### src/rtl/exc_entry_seq.sv
module exc_entry_seq #(
  parameter int AW = 32,
  parameter int SW = 32,
  parameter logic [AW-1:0] HI_BASE = 32'hFFFF_0000
) (
  input  logic          clk,
  input  logic          rst_n,
  input  logic          rq_reset,
  input  logic          rq_undef,
  input  logic          rq_trap,
  input  logic          rq_pabt,
  input  logic          rq_dabt,
  input  logic          rq_fiq,
  input  logic          rq_irq,
  input  logic [SW-1:0] cur_psr,
  input  logic [AW-1:0] cur_pc,
  input  logic          hivec,
  input  logic          ret_req,
  input  logic [1:0]    ret_adj,
  input  logic [AW-1:0] ret_link,
  output logic          ent_vld,
  output logic [2:0]    ent_code,
  output logic [4:0]    ent_mode,
  output logic [SW-1:0] ent_psr,
  output logic [SW-1:0] ent_spsr,
  output logic [AW-1:0] ent_lr,
  output logic [AW-1:0] ent_vec,
  output logic          ret_vld,
  output logic [SW-1:0] ret_psr,
  output logic [AW-1:0] ret_pc
);

  localparam int NB = 5;
  localparam logic [4:0] M_SVC = 5'b10011;
  localparam logic [4:0] M_UND = 5'b11011;
  localparam logic [4:0] M_ABT = 5'b10111;
  localparam logic [4:0] M_IRQ = 5'b10010;
  localparam logic [4:0] M_FIQ = 5'b10001;

  logic          take;
  logic [2:0]    code;
  logic [4:0]    mode;
  logic [2:0]    tgt_bank;
  logic [2:0]    cur_bank;
  logic          cur_ok;
  logic [SW-1:0] new_psr;
  logic [SW-1:0] bank_rd;
  logic [AW-1:0] corr;
  logic          do_ret;
  logic [SW-1:0] bank_q [NB];

  wire fiq_ok = rq_fiq & ~cur_psr[6];
  wire irq_ok = rq_irq & ~cur_psr[7];

  always_comb begin
    take = 1'b1;
    code = 3'd0;
    if (rq_reset)     code = 3'd0;
    else if (rq_dabt) code = 3'd4;
    else if (fiq_ok)  code = 3'd7;
    else if (irq_ok)  code = 3'd6;
    else if (rq_pabt) code = 3'd3;
    else if (rq_undef) code = 3'd1;
    else if (rq_trap) code = 3'd2;
    else take = 1'b0;
  end

  always_comb begin
    case (code)
      3'd1:         begin mode = M_UND; tgt_bank = 3'd1; end
      3'd3, 3'd4:   begin mode = M_ABT; tgt_bank = 3'd2; end
      3'd6:         begin mode = M_IRQ; tgt_bank = 3'd3; end
      3'd7:         begin mode = M_FIQ; tgt_bank = 3'd4; end
      default:      begin mode = M_SVC; tgt_bank = 3'd0; end
    endcase
  end

  always_comb begin
    cur_ok = 1'b1;
    case (cur_psr[4:0])
      M_SVC:   cur_bank = 3'd0;
      M_UND:   cur_bank = 3'd1;
      M_ABT:   cur_bank = 3'd2;
      M_IRQ:   cur_bank = 3'd3;
      M_FIQ:   cur_bank = 3'd4;
      default: begin cur_bank = 3'd0; cur_ok = 1'b0; end
    endcase
  end

  always_comb begin
    new_psr      = cur_psr;
    new_psr[4:0] = mode;
    new_psr[5]   = 1'b0;
    new_psr[7]   = 1'b1;
    if (code == 3'd0 || code == 3'd7) new_psr[6] = 1'b1;
  end

  always_comb begin
    bank_rd = '0;
    for (int i = 0; i < NB; i++)
      if (cur_bank == 3'(i)) bank_rd = bank_q[i];
  end

  assign corr   = (ret_adj == 2'd0) ? '0 : (ret_adj == 2'd1) ? AW'(4) : AW'(8);
  assign do_ret = ret_req & ~take & cur_ok;

  for (genvar g = 0; g < NB; g++) begin : g_bank
    always_ff @(posedge clk or negedge rst_n)
      if (!rst_n) bank_q[g] <= '0;
      else if (take && tgt_bank == 3'(g)) bank_q[g] <= cur_psr;
  end

  always_ff @(posedge clk or negedge rst_n) begin
    if (!rst_n) begin
      ent_vld  <= 1'b0;
      ent_code <= '0;
      ent_mode <= '0;
      ent_psr  <= '0;
      ent_spsr <= '0;
      ent_lr   <= '0;
      ent_vec  <= '0;
      ret_vld  <= 1'b0;
      ret_psr  <= '0;
      ret_pc   <= '0;
    end else begin
      ent_vld <= take;
      ret_vld <= do_ret;
      if (take) begin
        ent_code <= code;
        ent_mode <= mode;
        ent_psr  <= new_psr;
        ent_spsr <= cur_psr;
        ent_lr   <= (code == 3'd0) ? '0 : cur_pc + AW'(4);
        ent_vec  <= (hivec ? HI_BASE : '0) + (AW'(code) << 2);
      end
      if (do_ret) begin
        ret_psr <= bank_rd;
        ret_pc  <= ret_link - corr;
      end
    end
  end

endmodule


### config.mk
export PLATFORM = sky130hd
export DESIGN_NAME = exc_entry_seq
export DESIGN_NICKNAME = d
export VERILOG_FILES = /design/src/rtl/exc_entry_seq.sv
export SDC_FILE = /design/constraint.sdc
export NUM_CORES = 1
export LEC_CHECK = 0
export ABC_AREA = 1
export BUFFER_PORTS_ARGS = -buffer_cell sky130_fd_sc_hd__buf_2
export CORE_MARGIN = 2
export CORE_UTILIZATION = 45
export CTS_CLUSTER_SIZE = 25
export DETAILED_ROUTE_END_ITERATION = 10
export GPL_TIMING_DRIVEN = 0
export MAX_ROUTING_LAYER = met4
export PLACE_DENSITY_LB_ADDON = 0.3
export SLEW_MARGIN = 20
export SYNTH_ARGS = -nofsm -noshare
export SYNTH_HDL_FRONTEND = slang
export SYNTH_SLANG_ARGS = --single-unit
### constraint.sdc
create_clock -name clk -period 1.2 [get_ports clk]
set_clock_uncertainty 0.15 [all_clocks]
set_input_delay 0 -clock clk [delete_from_list [all_inputs] [get_ports clk]]
set_output_delay 0 -clock clk [all_outputs]
set_load 0.01 [all_outputs]
==> results.tsv, run 1 <==
stage	metric	value	unit
cts	clock-root-buffer	clkbuf_16	
die	fp.dieArea	33450	µm²
cts	cts_tree	done	
timing	worstMarginPinSlew	0.5723	ns
power_and_ir_drop	power	27.35	mW
timing	finalCritPeriodShare	1.247	
routing	drc	0	
placement	port_buffers	296	
status	violations	negative hold slack, negative setup slack	
worst_setup_path	slowest_stage	dfrtp_2	
placement	place.gp.congestion	0.9378	
die	rows	65	
routing	drt_iter0_drc	1142	
global_route	grt_pass1_vias	14270	
global_route	grt_max_degree	103	
routing	wirelength	49480	µm
logic_synthesis	ys.flop_type	dfrtp_1	
finish	layout.nets	2491	
worst_setup_path	path_buf_inv	3	
logic_synthesis	ys.warnings.count	0	
timing	hold_viol	278	
worst_setup_path	r2r_cells	6	
timing	timing.fmax	668.3	MHz
logic_synthesis	seq_area_frac_synth	0.5213	
die	core_area	31560	µm²
cts	clk_latency	0.52	ns
timing	setup_violations	192	
global_route	antenna_found_initial	3	
logic_synthesis	synth_cells	1845	
worst_setup_path	path_cells	buf_6 > buf_6 > buf_6	
worst_setup_path	crit_type	flop to output pin	
logic_synthesis	synth_area_leaders	dfrtp_1 (52%), nand2_1 (17%), nand3_1 (5.3%)	
worst_setup_path	cpMostUsedCell	buf_6	
global_route	grt.overflow.total	0	
global_route	grtUsageTotal	0.2841	
logic_synthesis	synth_top_area_share	0.5213	
timing	slew_headroom	0.6184	
worst_setup_path	rrSetupSlack	0.05	ns
timing	rsz0062_at_grt	true	
worst_setup_path	worstPathRequired	1.05	ns
logic_synthesis	synth-edff-count	0	
worst_setup_path	arrival	1.35	ns
worst_setup_path	slowest_delay	0.44	ns
finish	fillers	2519	
die	die_width	182.9	µm
logic_synthesis	ys_types	32	
die	start_util	0.4564	
logic_synthesis	syn_avg_cell_area	7.806	µm²
cts	clkTransAtPathRegs	0.07	ns
cts	cts_max_level	2	
finish	layout-drive-gt1-share	0.2895	
placement	dp_hpwl	31250	µm
worst_setup_path	critPathTopFamily	flip-flops	
flow_run	maxCapViolCount	0	
worst_setup_path	r2r-start	bank_q[39]	
finish	synthToLayoutAreaGrowth	45.10	%
routing	vias_per_cell	5.270	
worst_setup_path	startpoint_type	flop	
routing	route.vias.total	14790	
logic_synthesis	netlist_area	14400	µm²
logic_synthesis	ys_async_sr_fraction	1.000	
timing	layout_min_cycle_time	1.496	ns
power_and_ir_drop	ir_drop	902.5	µV
die	die_h	182.9	µm
logic_synthesis	synthTopCellsByCount	nand2_1 (636), dfrtp_1 (300), nor2_1 (185)	
global_route	grt_pass1_wl	73540	µm
power_and_ir_drop	powerDensity	1309	nW/µm²
cts	cts_sinks	300	
worst_setup_path	cp_max_fo	8	
worst_setup_path	cp-end-kind	output pin	
routing	detail-route-antenna-nets	0	
status	status	finished, violations left	
timing	fin_setup_tns	-20.17	ns
logic_synthesis	synth_most_common_cell	nand2_1	
cts	clk_path_buf_depth	3	
worst_setup_path	rr_endpoint	ret_psr[7]	
routing	firstDrtPassIters	7	
cts	cts_buffers	34	
min_path	hold_path.class	input port to async pin	
logic_synthesis	yosysTopAreaCell	dfrtp_1	
timing	hold-worst-slack	-0.7784	ns
logic_synthesis	synth-seq-cells	300	
routing	wl_per_cell	17.63	µm
timing	layout_setup_ws	-0.2964	ns
die	ios	311	
power_and_ir_drop	p_leak	10.84	nW
timing	drv_slew	0	
[area by class of cell]
type	instances	area [µm²]	share of cell area
Tap cell	402	503.0	0.02407
Inverter	125	516.7	0.02473
Clock inverter	9	72.57	0.003473
Buffer	146	1234	0.05904
Timing Repair Buffer	484	3872	0.1853
Clock buffer	50	1035	0.04952
Sequential cell	300	7517	0.3597
Antenna cell	3	7.507	0.0003593
Multi-Input combinational cell	1287	6138	0.2938
[worst reg2reg max path, cell delays in order (launching register included)]
cell and delay, ns:
dfrtp_1 0.41, nand3_1 0.09, nand2_1 0.05, inv_1 0.06
nand4_1 0.11, nand2_1 0.11, nand2_1 0.05
[layer usage]
metal | track usage | share of wire | vias up
li1 | - | - | 6859
met3 | 0.04210 | 0.064 | 153
met1 | 0.3617 | 0.41 | 7112
met4 | 0.1082 | 0.042 | 0
met2 | 0.4625 | 0.48 | 664
met5 | - | 0 | -
[cell usage in the layout, fill, tap and decap left out, types with 32 or more instances in the layout]
| master | instances |
|---|---|
| inv_1 | 108 |
| buf_2 | 220 |
| buf_4 | 102 |
| a21oi_1 | 34 |
| o21ai_0 | 125 |
| buf_6 | 139 |
| o21ai_1 | 32 |
| clkbuf_16 | 40 |
| nand3_1 | 148 |
| dlygate4sd3_1 | 102 |
| nand4_1 | 35 |
| dfrtp_1 | 292 |
| nand2_1 | 615 |
| nor2_1 | 140 |
[logic make-up after synthesis]
| family | Yosys count | share of synthesized area |
|---|---|---|
| flip-flops | 300 | 0.5213 |
| XOR/XNOR | 31 | 0.01885 |
| other | 1 | 0.0002604 |
| AND/OR/NAND/NOR | 1042 | 0.2970 |
| buffers and inverters | 271 | 0.08957 |
| AO/OA/AOI/OAI | 196 | 0.06907 |
| adder cells (fa/ha/maj) | 4 | 0.003997 |
[worst max path at each step]
stage | startpoint | endpoint | cells after the start
CTS | ent_vec[30] | ent_vec[28] | 3
global placement | rst_n | ent_spsr[25] | 1
floorplan | ret_adj[0] | ret_pc[30] | 11
detailed placement | cur_psr[6] | ent_spsr[22] | 10
finish | ent_vec[30] | ent_vec[31] | 3
global route | ret_link[21] | ret_pc[27] | 10
[state kept, by name, summed over array words and instances, names as in the netlist]
signal,cells
bank_q,160
ent_code,2
ent_lr,32
ent_mode,4
ent_psr,2
ent_spsr,32
ent_vec,2
ent_vld,1
ret_pc,32
ret_psr,32
ret_vld,1
[report_power, final]
group / leakage [nW] / internal, mW / switching [mW]
logic: 6.55 / 2.12 / 2.49
registers: 3.74 / 11.5 / 0.848
clock network: 0.549 / 6.19 / 4.24
total: 10.8 / 19.8 / 7.58
[what timing repair did]
item / in CTS / in global routing
buffers inserted: 26 / 51
endpoints found under the hold margin: 464 / 270
hold buffers: 92 / 50
cloned: 0 / 4
gates resized for setup: 165 / 185
setup endpoints to repair: 392 / 399
pin swaps: 2 / 41
[through the flow]
stage                       util  cell area, µm²  std cells  worst slack (ns)
final                     0.6622           20900       2806           -0.2964
after global routing      0.6622           20900       2806           -0.3359
after CTS                 0.6231           19660       2736           -0.2771
after detailed placement  0.5319           16780       2559           -0.8365
after global placement    0.5289           16690       2556            -5.628
after floorplan                -           14710       1858           -0.1920
Power figures use the tool's default switching activity.
==> run 2, diff against run 1 <==
- CORE_UTILIZATION: 45 -> 35
- MAX_ROUTING_LAYER: met4 -> unset
- SKIP_CTS_REPAIR_TIMING: unset -> 1
==> results.tsv, run 2 (synthesized netlist as in run 1, its figures left out) <==
stage	metric	value	unit	change
status	status	finished, violations left		
status	violations	negative hold slack, negative setup slack		
global_route	grt_pass1_vias	13020		-8.8%
die	die_h	206.8	µm	+13%
worst_setup_path	r2r_cells	6		unchanged
finish	layout.nets	2477		-0.56%
die	die_width	206.8	µm	+13%
global_route	grt.overflow.total	0		unchanged
finish	largest_register	bank_q		
global_route	antenna_found_initial	2		-1
routing	drt_iter0_drc	888		-22%
routing	wirelength	49270	µm	-0.41%
finish	regArea	7516	µm²	about the same
timing	setup_violations	232		+21%
flow_run	maxCapViolCount	0		unchanged
worst_setup_path	cp_max_fo	8		unchanged
finish	fillers	3904		+55%
die	start_util	0.3535		-0.1029
worst_setup_path	critical_path.startpoint	ent_vec[30]		
cts	clock-root-buffer	clkbuf_16		
worst_setup_path	cp-end-kind	output pin		
timing	slew_headroom	0.6425		+0.02410
power_and_ir_drop	power	27.66	mW	+1.1%
timing	layout_setup_ws	-0.3026	ns	-0.006226 ns
placement	port_buffers	296		unchanged
cts	cts_buffers	36		+5.9%
global_route	grtUsageTotal	0.2159		-0.06824
routing	wl_per_cell	16.88	µm	-4.3%
worst_setup_path	rrSetupSlack	0.06	ns	about the same
timing	finalCritPeriodShare	1.252		+0.005188
cts	clk_latency	0.54	ns	+0.02 ns
timing	layout_min_cycle_time	1.503	ns	+0.006226 ns
cts	clk_path_buf_depth	3		unchanged
global_route	grt_max_degree	86		-17%
global_route	grt_pass1_wl	71880	µm	-2.3%
finish	largest_reg_flops	160		unchanged
timing	timing.fmax	665.5	MHz	-0.41%
die	core_area	40740	µm²	+29%
worst_setup_path	crit_type	flop to output pin		
cts	cts_tree	done		
timing	hold_viol	311		+12%
die	ios	311		unchanged
finish	stdcell_area	20710	µm²	-0.88%
cts	cts_sinks	300		unchanged
placement	postPlaceCellArea	16950	µm²	+0.97%
routing	detail-route-antenna-nets	0		unchanged
worst_setup_path	rr_endpoint	ret_psr[0]		
cts	clkTransAtPathRegs	0.06	ns	about the same
placement	placed_cells	2689		+5.1%
die	rows	74		+14%
placement	dp_hpwl	33440	µm	+7.0%
worst_setup_path	arrival	1.35	ns	about the same
power_and_ir_drop	powerDensity	1336	nW/µm²	+2.0%
finish	final_util	0.5084		-0.1538
finish	synthToLayoutAreaGrowth	43.82	%	
routing	vias_per_cell	4.877		-7.5%
placement	place.gp.congestion	0.9086		-3.1%
timing	drv_slew	0		unchanged
routing	route.vias.total	14240		-3.7%
finish	layout_commonest_cell	nand2_1		
power_and_ir_drop	ir_drop	833.6	µV	-7.6%
finish	n_antenna_cell	0		-3
timing	rsz0062_at_grt	true		
finish	multi_input_comb_area	5913	µm²	-3.7%
die	fp.dieArea	42780	µm²	+28%
min_path	hold_path.class	input port to async pin		
cts	cts_max_level	2		unchanged
power_and_ir_drop	p_leak	10.66	nW	-1.7%
worst_setup_path	r2r-start	bank_q[32]		
finish	finalNonFillerCells	2919		+4.0%
worst_setup_path	startpoint_type	flop		
routing	firstDrtPassIters	5		-2
routing	drc	0		unchanged
worst_setup_path	worstPathRequired	1.05	ns	about the same
worst_setup_path	crit_end	ent_vec[26]		
timing	worstMarginPinSlew	0.5362	ns	-0.03615 ns
timing	hold-worst-slack	-0.7805	ns	-0.002117 ns
finish	final_cell_mix	nand2_1 (619), dfrtp_1 (293), buf_2 (213)		
finish	layout-drive-gt1-share	0.2731		-0.01632
-- run 2: area by class of cell --
| type | instances | area share |
|---|---|---|
| flip-flops and latches | 300 | 0.3629 |
| well taps | 532 | 0.03214 |
| repair buffers | 467 | 0.1804 |
| multi-input cells | 1288 | 0.2855 |
| clock buffers | 49 | 0.04929 |
| inverters | 125 | 0.02465 |
| clock inverters | 12 | 0.006162 |
| plain buffers | 146 | 0.05896 |
-- run 2: power breakdown --
group / switching [mW] / internal (mW) / leakage, nW
combinational: 2.42 / 2.13 / 6.36
clock: 4.43 / 6.40 / 0.565
sequential: 0.823 / 11.5 / 3.74
-- run 2: worst max-delay path, stage by stage, from the launching register on --
cell	delay (ns)
dfrtp_2	0.43
buf_6	0.15
buf_6	0.11
buf_6	0.11
-- run 2: per-stage QoR --
stage          setup slack (ns)  setup TNS [ns]
6_report                -0.3026          -19.32
5_1_grt                 -0.3755          -31.39
4_1_cts                 -0.4619          -46.18
3_5_place_dp            -0.8502         -247.98
3_3_place_gp             -5.837        -1918.21
2_1_floorplan           -0.1920          -2.776
-- run 2: layer usage --
metal  global-route usage  up-vias  routed length [µm]
li1                     -     6825                   -
met1               0.2899     6798               20990
met2               0.3485      524               23640
met3              0.04427       84                3431
met4              0.07168        4                1194
met5                    0        -                  24
-- run 2: worst min path at each step --
stage	slack, ns	depth (start not counted)	start	end
after global routing	-0.74	1	rst_n	ret_psr[8]
after detailed placement	-0.09	1	rst_n	ret_psr[8]
after floorplan	-0.45	0	rst_n	bank_q[0]
after global placement	0.04	3	cur_pc[0]	ent_lr[0]
final	-0.78	1	rst_n	ret_psr[8]
after CTS	-0.68	1	rst_n	ret_psr[8]
==> run 3, diff against run 2 <==
==> constraint.sdc (replaced) <==
create_clock -name clk -period 1.2 [get_ports clk]
set_clock_uncertainty 0.15 [all_clocks]
set_input_delay 0.06 -clock clk [delete_from_list [all_inputs] [get_ports clk]]
set_output_delay 0.06 -clock clk [all_outputs]
set_load 0.01 [all_outputs]
==> results.tsv, run 3 (synthesized netlist as in run 1, its figures left out) <==
stage	metric	value	unit	change
status	status	finished, violations left		
status	violations	negative hold slack, negative setup slack		
worst_setup_path	cp-end-kind	output pin		
cts	cts_buffers	36		unchanged
timing	setup_violations	224		-3.4%
global_route	antenna_found_initial	1		-1
die	start_util	0.3535		unchanged
finish	layout.nets	2484		+0.28%
timing	slew_headroom	0.6275		-0.01506
worst_setup_path	cp_max_fo	8		unchanged
global_route	grt_pass1_wl	74060	µm	+3.0%
timing	rsz0062_at_grt	true		
die	ios	311		unchanged
flow_run	maxCapViolCount	0		unchanged
timing	finalCritPeriodShare	1.299		+0.04674
cts	cts_sinks	300		unchanged
finish	final_cell_mix	nand2_1 (613), dfrtp_1 (292), buf_2 (205)		
finish	synthToLayoutAreaGrowth	46.13	%	
die	die_h	206.8	µm	unchanged
cts	cts_max_level	2		unchanged
finish	largest_register	bank_q		
die	die_width	206.8	µm	unchanged
power_and_ir_drop	p_leak	10.81	nW	+1.4%
cts	cts_tree	done		
worst_setup_path	crit_type	flop to output pin		
worst_setup_path	startpoint_type	flop		
cts	clk_latency	0.56	ns	+0.02 ns
timing	timing.fmax	641.6	MHz	-3.6%
placement	place.gp.congestion	0.8903		-2.0%
routing	vias_per_cell	4.886		+0.18%
timing	hold_viol	295		-5.1%
global_route	grt_max_degree	99		+15%
cts	clk_path_buf_depth	3		unchanged
global_route	grt.overflow.total	0		unchanged
global_route	grt_pass1_vias	13270		+1.9%
placement	dp_hpwl	34870	µm	+4.3%
finish	largest_reg_flops	160		unchanged
worst_setup_path	arrival	1.35	ns	about the same
power_and_ir_drop	powerDensity	1325	nW/µm²	-0.82%
timing	hold-worst-slack	-0.6664	ns	+0.1141 ns
finish	layout_commonest_cell	nand2_1		
routing	detail-route-antenna-nets	0		unchanged
timing	layout_setup_ws	-0.3587	ns	-0.05608 ns
routing	drc	0		unchanged
timing	layout_min_cycle_time	1.559	ns	+0.05608 ns
cts	clkTransAtPathRegs	0.06	ns	about the same
routing	route.vias.total	14320		+0.56%
placement	port_buffers	296		unchanged
power_and_ir_drop	ir_drop	1108	µV	+33%
cts	clock-root-buffer	clkbuf_16		
die	fp.dieArea	42780	µm²	unchanged
finish	layout-drive-gt1-share	0.2795		+0.006370
routing	drt_iter0_drc	1011		+14%
worst_setup_path	worstPathRequired	0.99	ns	-0.06 ns
global_route	grtUsageTotal	0.2240		+0.008187
die	rows	74		unchanged
routing	firstDrtPassIters	5		unchanged
timing	worstMarginPinSlew	0.5588	ns	+0.02259 ns
routing	wirelength	50710	µm	+2.9%
min_path	hold_path.class	input port to async pin		
routing	wl_per_cell	17.31	µm	+2.5%
timing	drv_slew	0		unchanged
die	core_area	40740	µm²	unchanged
timing	fin_setup_tns	-28.40	ns	-9.080 ns
run 3: stage by stage:
| stage | utilization | total power, mW | cells | worst slack, ns | area (µm²) |
|---|---|---|---|---|---|
| after floorplan | - | 14.50 | 1858 | -0.2520 | 14910 |
| after global placement | 0.4188 | 16.05 | 2686 | -5.842 | 17060 |
| after detailed placement | 0.4210 | 16.23 | 2689 | -0.9131 | 17150 |
| after CTS | 0.4494 | 27.13 | 2753 | -0.5057 | 18310 |
| after global routing | 0.5165 | 29.22 | 2929 | -0.3963 | 21040 |
| final | 0.5166 | 27.88 | 2930 | -0.3587 | 21050 |
run 3: final timing paths:
path,depth (start not counted),start,slack [ns],to
setup / recovery,3,ent_vec[30],-0.36,ent_vec[21]
hold / removal,1,rst_n,-0.67,ent_spsr[9]
setup reg to reg,6,bank_q[35],0.08,ret_psr[3]
hold reg to reg,2,ret_psr[13],0.31,ret_psr[13]
max in group asynchronous,3,rst_n,0.45,ret_pc[4]
min in group clk,3,cur_psr[6],-0.38,bank_q[70]
run 3: critical path, cell delays in order, from the launching register on:
cell     delay, ns
dfrtp_2       0.43
buf_6         0.15
buf_6         0.12
buf_6         0.11
run 3: final cells by class:
cell class,count,area (µm²)
antenna,1,2.502
buffer,146,1345
clock buffer,49,1011
clock inverter,15,142.6
fill,3906,19690
inverter,125,525.5
multi-input combinational,1287,5998
sequential,300,7517
tap,532,665.6
timing repair buffer,475,3837
run 3: report_power, final:
group          leakage [nW]  internal [mW]  switching, mW
clock network         0.571           6.37           4.47
registers              3.74           11.5          0.825
logic                  6.50           2.24           2.51
run 3: layer usage:
metal / share of wire / wire length, µm / global-route usage
met2: 0.49 / 24770 / 0.3715
met3: 0.068 / 3461 / 0.05008
met4: 0.023 / 1153 / 0.06307
met1: 0.42 / 21330 / 0.2944
met5: 0 / 0 / 0
